[config.mk]
export PLATFORM = sky130hd
export DESIGN_NAME = cfg_req_engine
export DESIGN_NICKNAME = d
export VERILOG_FILES = /design/src/rtl/cfg_tlp_pkg.sv /design/src/rtl/cfg_port_router.sv /design/src/rtl/cfg_csr_bank.sv /design/src/rtl/cfg_req_fsm.sv /design/src/rtl/cfg_req_engine.sv
export SDC_FILE = /design/constraint.sdc
export NUM_CORES = 1
export LEC_CHECK = 0
export ABC_AREA = 1
export BUFFER_PORTS_ARGS = -buffer_cell sky130_fd_sc_hd__buf_2
export CAP_MARGIN = 15
export CORE_MARGIN = 1
export CORE_UTILIZATION = 35
export CTS_CLUSTER_SIZE = 25
export DETAILED_ROUTE_END_ITERATION = 6
export SYNTH_ARGS = -nofsm -noshare
export SYNTH_HDL_FRONTEND = slang
export SYNTH_SLANG_ARGS = --single-unit
[constraint.sdc]
create_clock -name clk -period 1.7 [get_ports clk]
set_input_delay 0.255 -clock clk [delete_from_list [all_inputs] [get_ports clk]]
set_output_delay 0.255 -clock clk [all_outputs]
set_load 0.01 [all_outputs]
[src/rtl/cfg_tlp_pkg.sv]
package cfg_tlp_pkg;
  localparam int unsigned CSR_AW = 12;
  localparam logic [CSR_AW-1:0] OFF_HDR0 = 12'h460;
  localparam logic [CSR_AW-1:0] OFF_HDR1 = 12'h464;
  localparam logic [CSR_AW-1:0] OFF_HDR2 = 12'h468;
  localparam logic [CSR_AW-1:0] OFF_WDAT = 12'h470;
  localparam logic [CSR_AW-1:0] OFF_CTRL = 12'h488;
  localparam logic [CSR_AW-1:0] OFF_RDAT = 12'h48C;
  localparam int unsigned PORT_LSB = 19;
  localparam int unsigned WRITE_BIT = 30;

  typedef enum logic [1:0] {
    ST_IDLE = 2'd0,
    ST_SEND = 2'd1,
    ST_WAIT = 2'd2
  } eng_state_t;
endpackage

[src/rtl/cfg_port_router.sv]
module cfg_port_router (
  input  logic [7:0] bus_num,
  input  logic [4:0] dev_num,
  input  logic [1:0] link_up,
  output logic       route_ok,
  output logic       route_port
);
  always_comb begin
    route_ok   = 1'b0;
    route_port = 1'b0;
    if (bus_num == 8'd0 && dev_num < 5'd2) begin
      route_ok   = 1'b1;
      route_port = dev_num[0];
    end else if (bus_num == 8'd1 && dev_num == 5'd0 && link_up[0]) begin
      route_ok   = 1'b1;
      route_port = 1'b0;
    end else if (bus_num == 8'd2 && dev_num == 5'd0 && link_up[1]) begin
      route_ok   = 1'b1;
      route_port = 1'b1;
    end
  end

  // only buses 0..2 can ever be routed
  always_comb begin
    p_route_bus_r2: assert (!route_ok || bus_num <= 8'd2);
  end
endmodule

[src/rtl/cfg_csr_bank.sv]
module cfg_csr_bank
  import cfg_tlp_pkg::*;
(
  input  logic              clk,
  input  logic              rst_n,
  input  logic              we,
  input  logic [CSR_AW-1:0] addr,
  input  logic [31:0]       wdata,
  input  logic              busy,
  input  logic              tmo_flag,
  input  logic              rej_flag,
  input  logic [31:0]       rd_word,
  input  logic              port_q,
  output logic [31:0]       rdata,
  output logic [31:0]       hdr0_q,
  output logic [31:0]       hdr2_q,
  output logic [31:0]       hdr1_out,
  output logic [31:0]       hdr2_out,
  output logic [31:0]       wdat_q
);
  localparam logic [31:0] PORT_MASK = 32'h3 << PORT_LSB;

  logic [31:0] hdr1_q;
  logic        wr_ok;

  assign wr_ok = we && !busy;

  always_ff @(posedge clk) begin
    if (!rst_n) begin
      hdr0_q <= '0;
      hdr1_q <= '0;
      hdr2_q <= '0;
      wdat_q <= '0;
    end else if (wr_ok) begin
      case (addr)
        OFF_HDR0: hdr0_q <= wdata;
        OFF_HDR1: hdr1_q <= wdata;
        OFF_HDR2: hdr2_q <= wdata;
        OFF_WDAT: wdat_q <= wdata;
        default: ;
      endcase
    end
  end

  assign hdr1_out = (hdr1_q & ~PORT_MASK) | (32'(port_q) << PORT_LSB);
  assign hdr2_out = {hdr2_q[31:2], 2'b00};

  always_comb begin
    case (addr)
      OFF_HDR0: rdata = hdr0_q;
      OFF_HDR1: rdata = hdr1_q;
      OFF_HDR2: rdata = hdr2_q;
      OFF_WDAT: rdata = wdat_q;
      OFF_CTRL: rdata = {29'd0, rej_flag, tmo_flag, busy};
      OFF_RDAT: rdata = rd_word;
      default:  rdata = '0;
    endcase
  end

  p_hdr_locked_r10: assert property (@(posedge clk) disable iff (!rst_n)
    busy |=> ($stable(hdr0_q) && $stable(hdr1_q) && $stable(hdr2_q) && $stable(wdat_q)));
endmodule

[src/rtl/cfg_req_fsm.sv]
module cfg_req_fsm
  import cfg_tlp_pkg::*;
#(
  parameter int unsigned TIMEOUT_CYCLES = 2000000
) (
  input  logic        clk,
  input  logic        rst_n,
  input  logic        start,
  input  logic        is_write,
  input  logic        route_ok,
  input  logic        route_port,
  input  logic        req_ready,
  input  logic        cpl_valid,
  input  logic [31:0] cpl_data,
  output logic        busy,
  output logic        req_valid,
  output logic        cpl_ready,
  output logic        port_q,
  output logic        tmo_flag,
  output logic        rej_flag,
  output logic [31:0] rd_word
);
  localparam int unsigned CNT_W = $clog2(TIMEOUT_CYCLES + 1);
  localparam logic [CNT_W-1:0] CNT_LAST = CNT_W'(TIMEOUT_CYCLES - 1);

  eng_state_t       state_q;
  logic [CNT_W-1:0] cnt_q;
  logic             write_q;
  logic             last;
  logic             cpl_take;

  assign busy      = (state_q != ST_IDLE);
  assign req_valid = (state_q == ST_SEND);
  assign cpl_ready = (state_q == ST_WAIT);
  assign last      = (cnt_q == CNT_LAST);
  assign cpl_take  = cpl_ready && cpl_valid;

  always_ff @(posedge clk) begin
    if (!rst_n) begin
      state_q  <= ST_IDLE;
      cnt_q    <= '0;
      write_q  <= 1'b0;
      port_q   <= 1'b0;
      tmo_flag <= 1'b0;
      rej_flag <= 1'b0;
      rd_word  <= '1;
    end else begin
      case (state_q)
        ST_IDLE: if (start) begin
          tmo_flag <= 1'b0;
          rej_flag <= 1'b0;
          if (!is_write) rd_word <= '1;
          if (route_ok) begin
            state_q <= ST_SEND;
            port_q  <= route_port;
            write_q <= is_write;
            cnt_q   <= '0;
          end else begin
            rej_flag <= 1'b1;
          end
        end
        ST_SEND: begin
          if (last) begin
            state_q  <= ST_IDLE;
            tmo_flag <= 1'b1;
          end else begin
            cnt_q <= cnt_q + 1'b1;
            if (req_ready) state_q <= ST_WAIT;
          end
        end
        ST_WAIT: begin
          if (cpl_valid) begin
            state_q <= ST_IDLE;
            if (!write_q) rd_word <= cpl_data;
          end else if (last) begin
            state_q  <= ST_IDLE;
            tmo_flag <= 1'b1;
          end else begin
            cnt_q <= cnt_q + 1'b1;
          end
        end
        default: state_q <= ST_IDLE;
      endcase
    end
  end

  p_valid_hold_r11: assert property (@(posedge clk) disable iff (!rst_n)
    (req_valid && !req_ready && !last) |=> (req_valid && $stable(port_q)));
  p_tmo_drop_r8: assert property (@(posedge clk) disable iff (!rst_n)
    (busy && last && !cpl_take) |=> (!busy && tmo_flag));
  p_done_r5: assert property (@(posedge clk) disable iff (!rst_n)
    cpl_take |=> (!busy && !tmo_flag));
  p_read_preset_r6: assert property (@(posedge clk) disable iff (!rst_n)
    (start && !busy && !is_write) |=> (rd_word == 32'hFFFF_FFFF));
  p_reject_r9: assert property (@(posedge clk) disable iff (!rst_n)
    (start && !busy && !route_ok) |=> (!busy && rej_flag && !tmo_flag));
  p_restart_ignored_r10: assert property (@(posedge clk) disable iff (!rst_n)
    (busy && start && !last && !cpl_take) |=> (busy && cnt_q == $past(cnt_q) + 1'b1));
endmodule

[src/rtl/cfg_req_engine.sv]
module cfg_req_engine
  import cfg_tlp_pkg::*;
#(
  parameter int unsigned TIMEOUT_CYCLES = 2000000
) (
  input  logic              clk,
  input  logic              rst_n,
  input  logic              csr_we,
  input  logic [CSR_AW-1:0] csr_addr,
  input  logic [31:0]       csr_wdata,
  output logic [31:0]       csr_rdata,
  input  logic [1:0]        link_up,
  output logic              req_valid,
  input  logic              req_ready,
  output logic              req_port,
  output logic [31:0]       req_hdr0,
  output logic [31:0]       req_hdr1,
  output logic [31:0]       req_hdr2,
  output logic [31:0]       req_data,
  input  logic              cpl_valid,
  output logic              cpl_ready,
  input  logic [31:0]       cpl_data
);
  logic        busy, tmo_flag, rej_flag, port_q;
  logic        route_ok, route_port, start;
  logic [31:0] rd_word, hdr0_q, hdr2_q;

  assign start = csr_we && (csr_addr == OFF_CTRL) && csr_wdata[0];

  cfg_csr_bank u_bank (
    .clk      (clk),
    .rst_n    (rst_n),
    .we       (csr_we),
    .addr     (csr_addr),
    .wdata    (csr_wdata),
    .busy     (busy),
    .tmo_flag (tmo_flag),
    .rej_flag (rej_flag),
    .rd_word  (rd_word),
    .port_q   (port_q),
    .rdata    (csr_rdata),
    .hdr0_q   (hdr0_q),
    .hdr2_q   (hdr2_q),
    .hdr1_out (req_hdr1),
    .hdr2_out (req_hdr2),
    .wdat_q   (req_data)
  );

  cfg_port_router u_router (
    .bus_num    (hdr2_q[31:24]),
    .dev_num    (hdr2_q[23:19]),
    .link_up    (link_up),
    .route_ok   (route_ok),
    .route_port (route_port)
  );

  cfg_req_fsm #(.TIMEOUT_CYCLES(TIMEOUT_CYCLES)) u_fsm (
    .clk        (clk),
    .rst_n      (rst_n),
    .start      (start),
    .is_write   (hdr0_q[WRITE_BIT]),
    .route_ok   (route_ok),
    .route_port (route_port),
    .req_ready  (req_ready),
    .cpl_valid  (cpl_valid),
    .cpl_data   (cpl_data),
    .busy       (busy),
    .req_valid  (req_valid),
    .cpl_ready  (cpl_ready),
    .port_q     (port_q),
    .tmo_flag   (tmo_flag),
    .rej_flag   (rej_flag),
    .rd_word    (rd_word)
  );

  assign req_hdr0 = hdr0_q;
  assign req_port = port_q;
endmodule

==> run_results.csv <==
group,metric,value,unit
global_routing,grt.overflow.total,0,
floorplanning,dieArea,0.0266,mm²
final_layout,layout_common_cells,"230 x buf_2, 184 x nand2_1, 181 x dfxtp_1",
synthesis,synthesis.area,0.00909,mm²
worst_setup_path,cp_data_required_time,1.44,ns
drt,drtPass1Iterations,5,
clock_network,root_buffer,"clkbuf_16",
placed_design,dp_cells,1812,
worst_setup_path,max_stage_delay,0.25,ns
worst_setup_path,critPathMaxFanout,4,
timing,final-setup-viol-count,175,
drt,drtIter0Drc,669,
worst_setup_path,crit_chain,"buf_6 -> inv_4 -> nand3_4 -> or2_4 -> nor2_4 -> nand2_4 -> nor2_4 -> buf_6 -> nand2_1 -> nand4_1 -> buf_2",
final_layout,num-nets-final,1650,
final_layout,multi_input_area,0.00536,mm²
synthesis,netlist_top_cells_area,"dfxtp_1 41%, nand2_1 9.1%, a21oi_1 8.0%",
power_and_ir_drop,leakagePower,6.20,nW
synthesis,syn_inst,1284,
drt,vias,10200,
final_layout,fillers,2297,
synthesis,yosysWarningCount,0,
placed_design,place_congestion,0.848,
worst_setup_path,crit_type,"primary input to output pin",
run_status,outcome,"finished, violations left",
run,max_cap_viol_count,0,
synthesis,synth-seq-area-share,0.412,
placed_design,placed_area,0.0108,mm²
floorplanning,coreArea,0.0253,mm²
drt,avgViaCountPerCell,5.34,
final_layout,drive_above_1_share,0.454,
synthesis,synth_edf_count,0,
synthesis,synth_ff_type,"dfxtp_1",
drt,routed_wl,38000,µm
synthesis,avgSynthCellArea,7.08,µm²
floorplanning,initial_core_util,0.359,
synthesis,synth_cell_types,35,
placed_design,port_buffers,242,
synthesis,ys_ff_latch,187,
clock_network,h-tree-depth,4,
global_routing,grt_pass1_wl,49400,µm
clock_network,clk_latency,0.44,ns
global_routing,grt_usage,0.241,
drt,ant_nets,0,
timing,fmax,515,MHz
synthesis,async_flop_share,0,
timing,tightest_slew,0.595,ns
clock_network,cts_tree,"done",
run_status,violations,"setup timing",
floorplanning,die_w,163,µm
worst_setup_path,worstSetupStartpointType,"primary input",
floorplanning,io_pins,246,
final_layout,instances_no_fill,1905,
timing,maxSlewViolCount,0,
floorplanning,row_count,58,
clock_network,path_clk_slew,0.08,ns
timing,finalHoldViolations,0,
timing,skew,0.0141,ns
final_layout,area.growth.synth_to_final,53.2,%
drt,wl_per_cell,19.9,µm
timing,setup_ws,-0.243,ns
power_and_ir_drop,p_per_area,1110,mW/mm²
placed_design,hpwl,22400,µm
timing,setup_tns,-19.41,ns
global_routing,use_met1,0.308,
worst_setup_path,worst_ep_arrival_time,1.69,ns
worst_setup_path,end_kind,"output pin",
synthesis,synth_top_area_share,0.412,
global_routing,busiest_layer,"met2",
global_routing,grt_antenna_before_repair,1,
final_layout,regArea,0.00375,mm²
timing,min_period,1.94,ns
global_routing,first_global_vias,9091,
timing,holdWs,0.0174,ns
timing,slew-limit-headroom,0.603,
final_layout,final_area,0.0139,mm²
worst_setup_path,slowest_stage,"or2_4",
timing,final.period_utilization,1.14,
global_routing,grt.met3_usage,0.0452,
final_layout,layout_commonest_cell,"buf_2",
power_and_ir_drop,vdd_drop_max,0.000630,V
timing,rsz0062_at_grt,"yes",
synthesis,synth_top_cell_by_area,"dfxtp_1",
global_routing,met2_usage,0.408,
global_routing,grt_max_degree,53,
floorplanning,die_h,163,µm
clock_network,cts_buffers,17,
clock_network,cts.sinks,187,
clock_network,cts.path.max_buffers,2,
worst_hold_path,holdCritPathClass,"primary input to register",
drt,drc,0,
## state kept, by name, summed over array words and instances (netlist names)
register        flops
u_fsm.rej_flag      1
u_fsm.state_q       2
u_fsm.tmo_flag      1
u_bank.hdr2_q      32
u_fsm.port_q        1
u_fsm.rd_word      32
u_bank.hdr1_q      32
u_fsm.write_q       1
u_bank.hdr0_q      32
u_fsm.cnt_q        21
u_bank.wdat_q      32
## worst max-delay path, delay by kind of cell
family / cells / cell delay [ns]
buffers and inverters: 4 / 0.45
AND/OR/NAND/NOR: 7 / 0.98
## stage by stage
step	setup slack, ns	power (mW)	utilization
global placement	-0.358	8.38	0.427
CTS	-0.264	12.7	0.464
floorplan	0.000471	7.02	-
detailed placement	-0.394	8.43	0.427
global route	-0.281	16.1	0.550
finish	-0.243	15.5	0.550
## per-layer routing
layer	vias up	share of wire	wire length, µm
li1	4811	-	-
met1	4886	0.43	16200
met2	419	0.48	18300
met3	60	0.061	2330
met4	0	0.030	1160
met5	-	0	0
## power breakdown
group	total [mW]	internal (mW)	leakage, nW	switching [mW]
Combinational	6.48	3.07	4.40	3.41
Clock	4.01	1.97	0.282	2.04
Sequential	4.98	4.73	1.52	0.253
## layout make-up
cell class	instances	share of cell area
timing repair buffer	401	0.243
clock buffer	17	0.0305
multi-input combinational	849	0.385
antenna	1	0.000180
clock inverter	14	0.0106
sequential	187	0.270
tap	330	0.0296
inverter	105	0.0308
timing repair inverter	1	0.00117
## logic make-up after synthesis
logic type	count (synthesis)	share of synthesized area
buffers and inverters	250	0.138
xor gates and xnor gates	5	0.00482
other	1	0.000412
adders and majority gates	5	0.00688
AOI/OAI and AO/OA	381	0.225
DFF	187	0.412
and+or+nand+nor	455	0.213
## final timing paths
| kind | start | to | slack (ns) | cells past startpoint |
|---|---|---|---|---|
| setup reg to reg | u_fsm.state_q[0] | u_bank.hdr2_q[21] | -0.20 | 10 |
| hold / removal | cpl_data[4] | u_fsm.rd_word[4] | 0.02 | 3 |
| hold reg to reg | u_fsm.rd_word[29] | u_fsm.rd_word[29] | 0.47 | 2 |
| setup / recovery | csr_addr[7] | csr_rdata[0] | -0.24 | 11 |
## timing repair
item | in CTS | in global routing
gates cloned | 2 | 27
setup buffers | 7 | 28
pin swaps | 14 | 71
setup endpoints to repair | 200 | 178
resized for setup | 71 | 397
hold buffers | 0 | 0
## cell usage after synthesis, types with 3 or more instances
cell,instances
nor3_1,7
clkbuf_1,49
a31oi_1,29
ha_1,5
nand2_2,4
nor2_1,123
buf_1,3
buf_6,6
inv_1,102
inv_2,3
nand3_1,79
xor2_1,5
o21ai_0,111
a211oi_1,33
nand4_1,9
a21oi_1,145
nand3b_1,4
buf_4,66
nand2_1,220
o21ai_1,56
buf_2,21
dfxtp_1,187
Power figures use the tool's default switching activity.
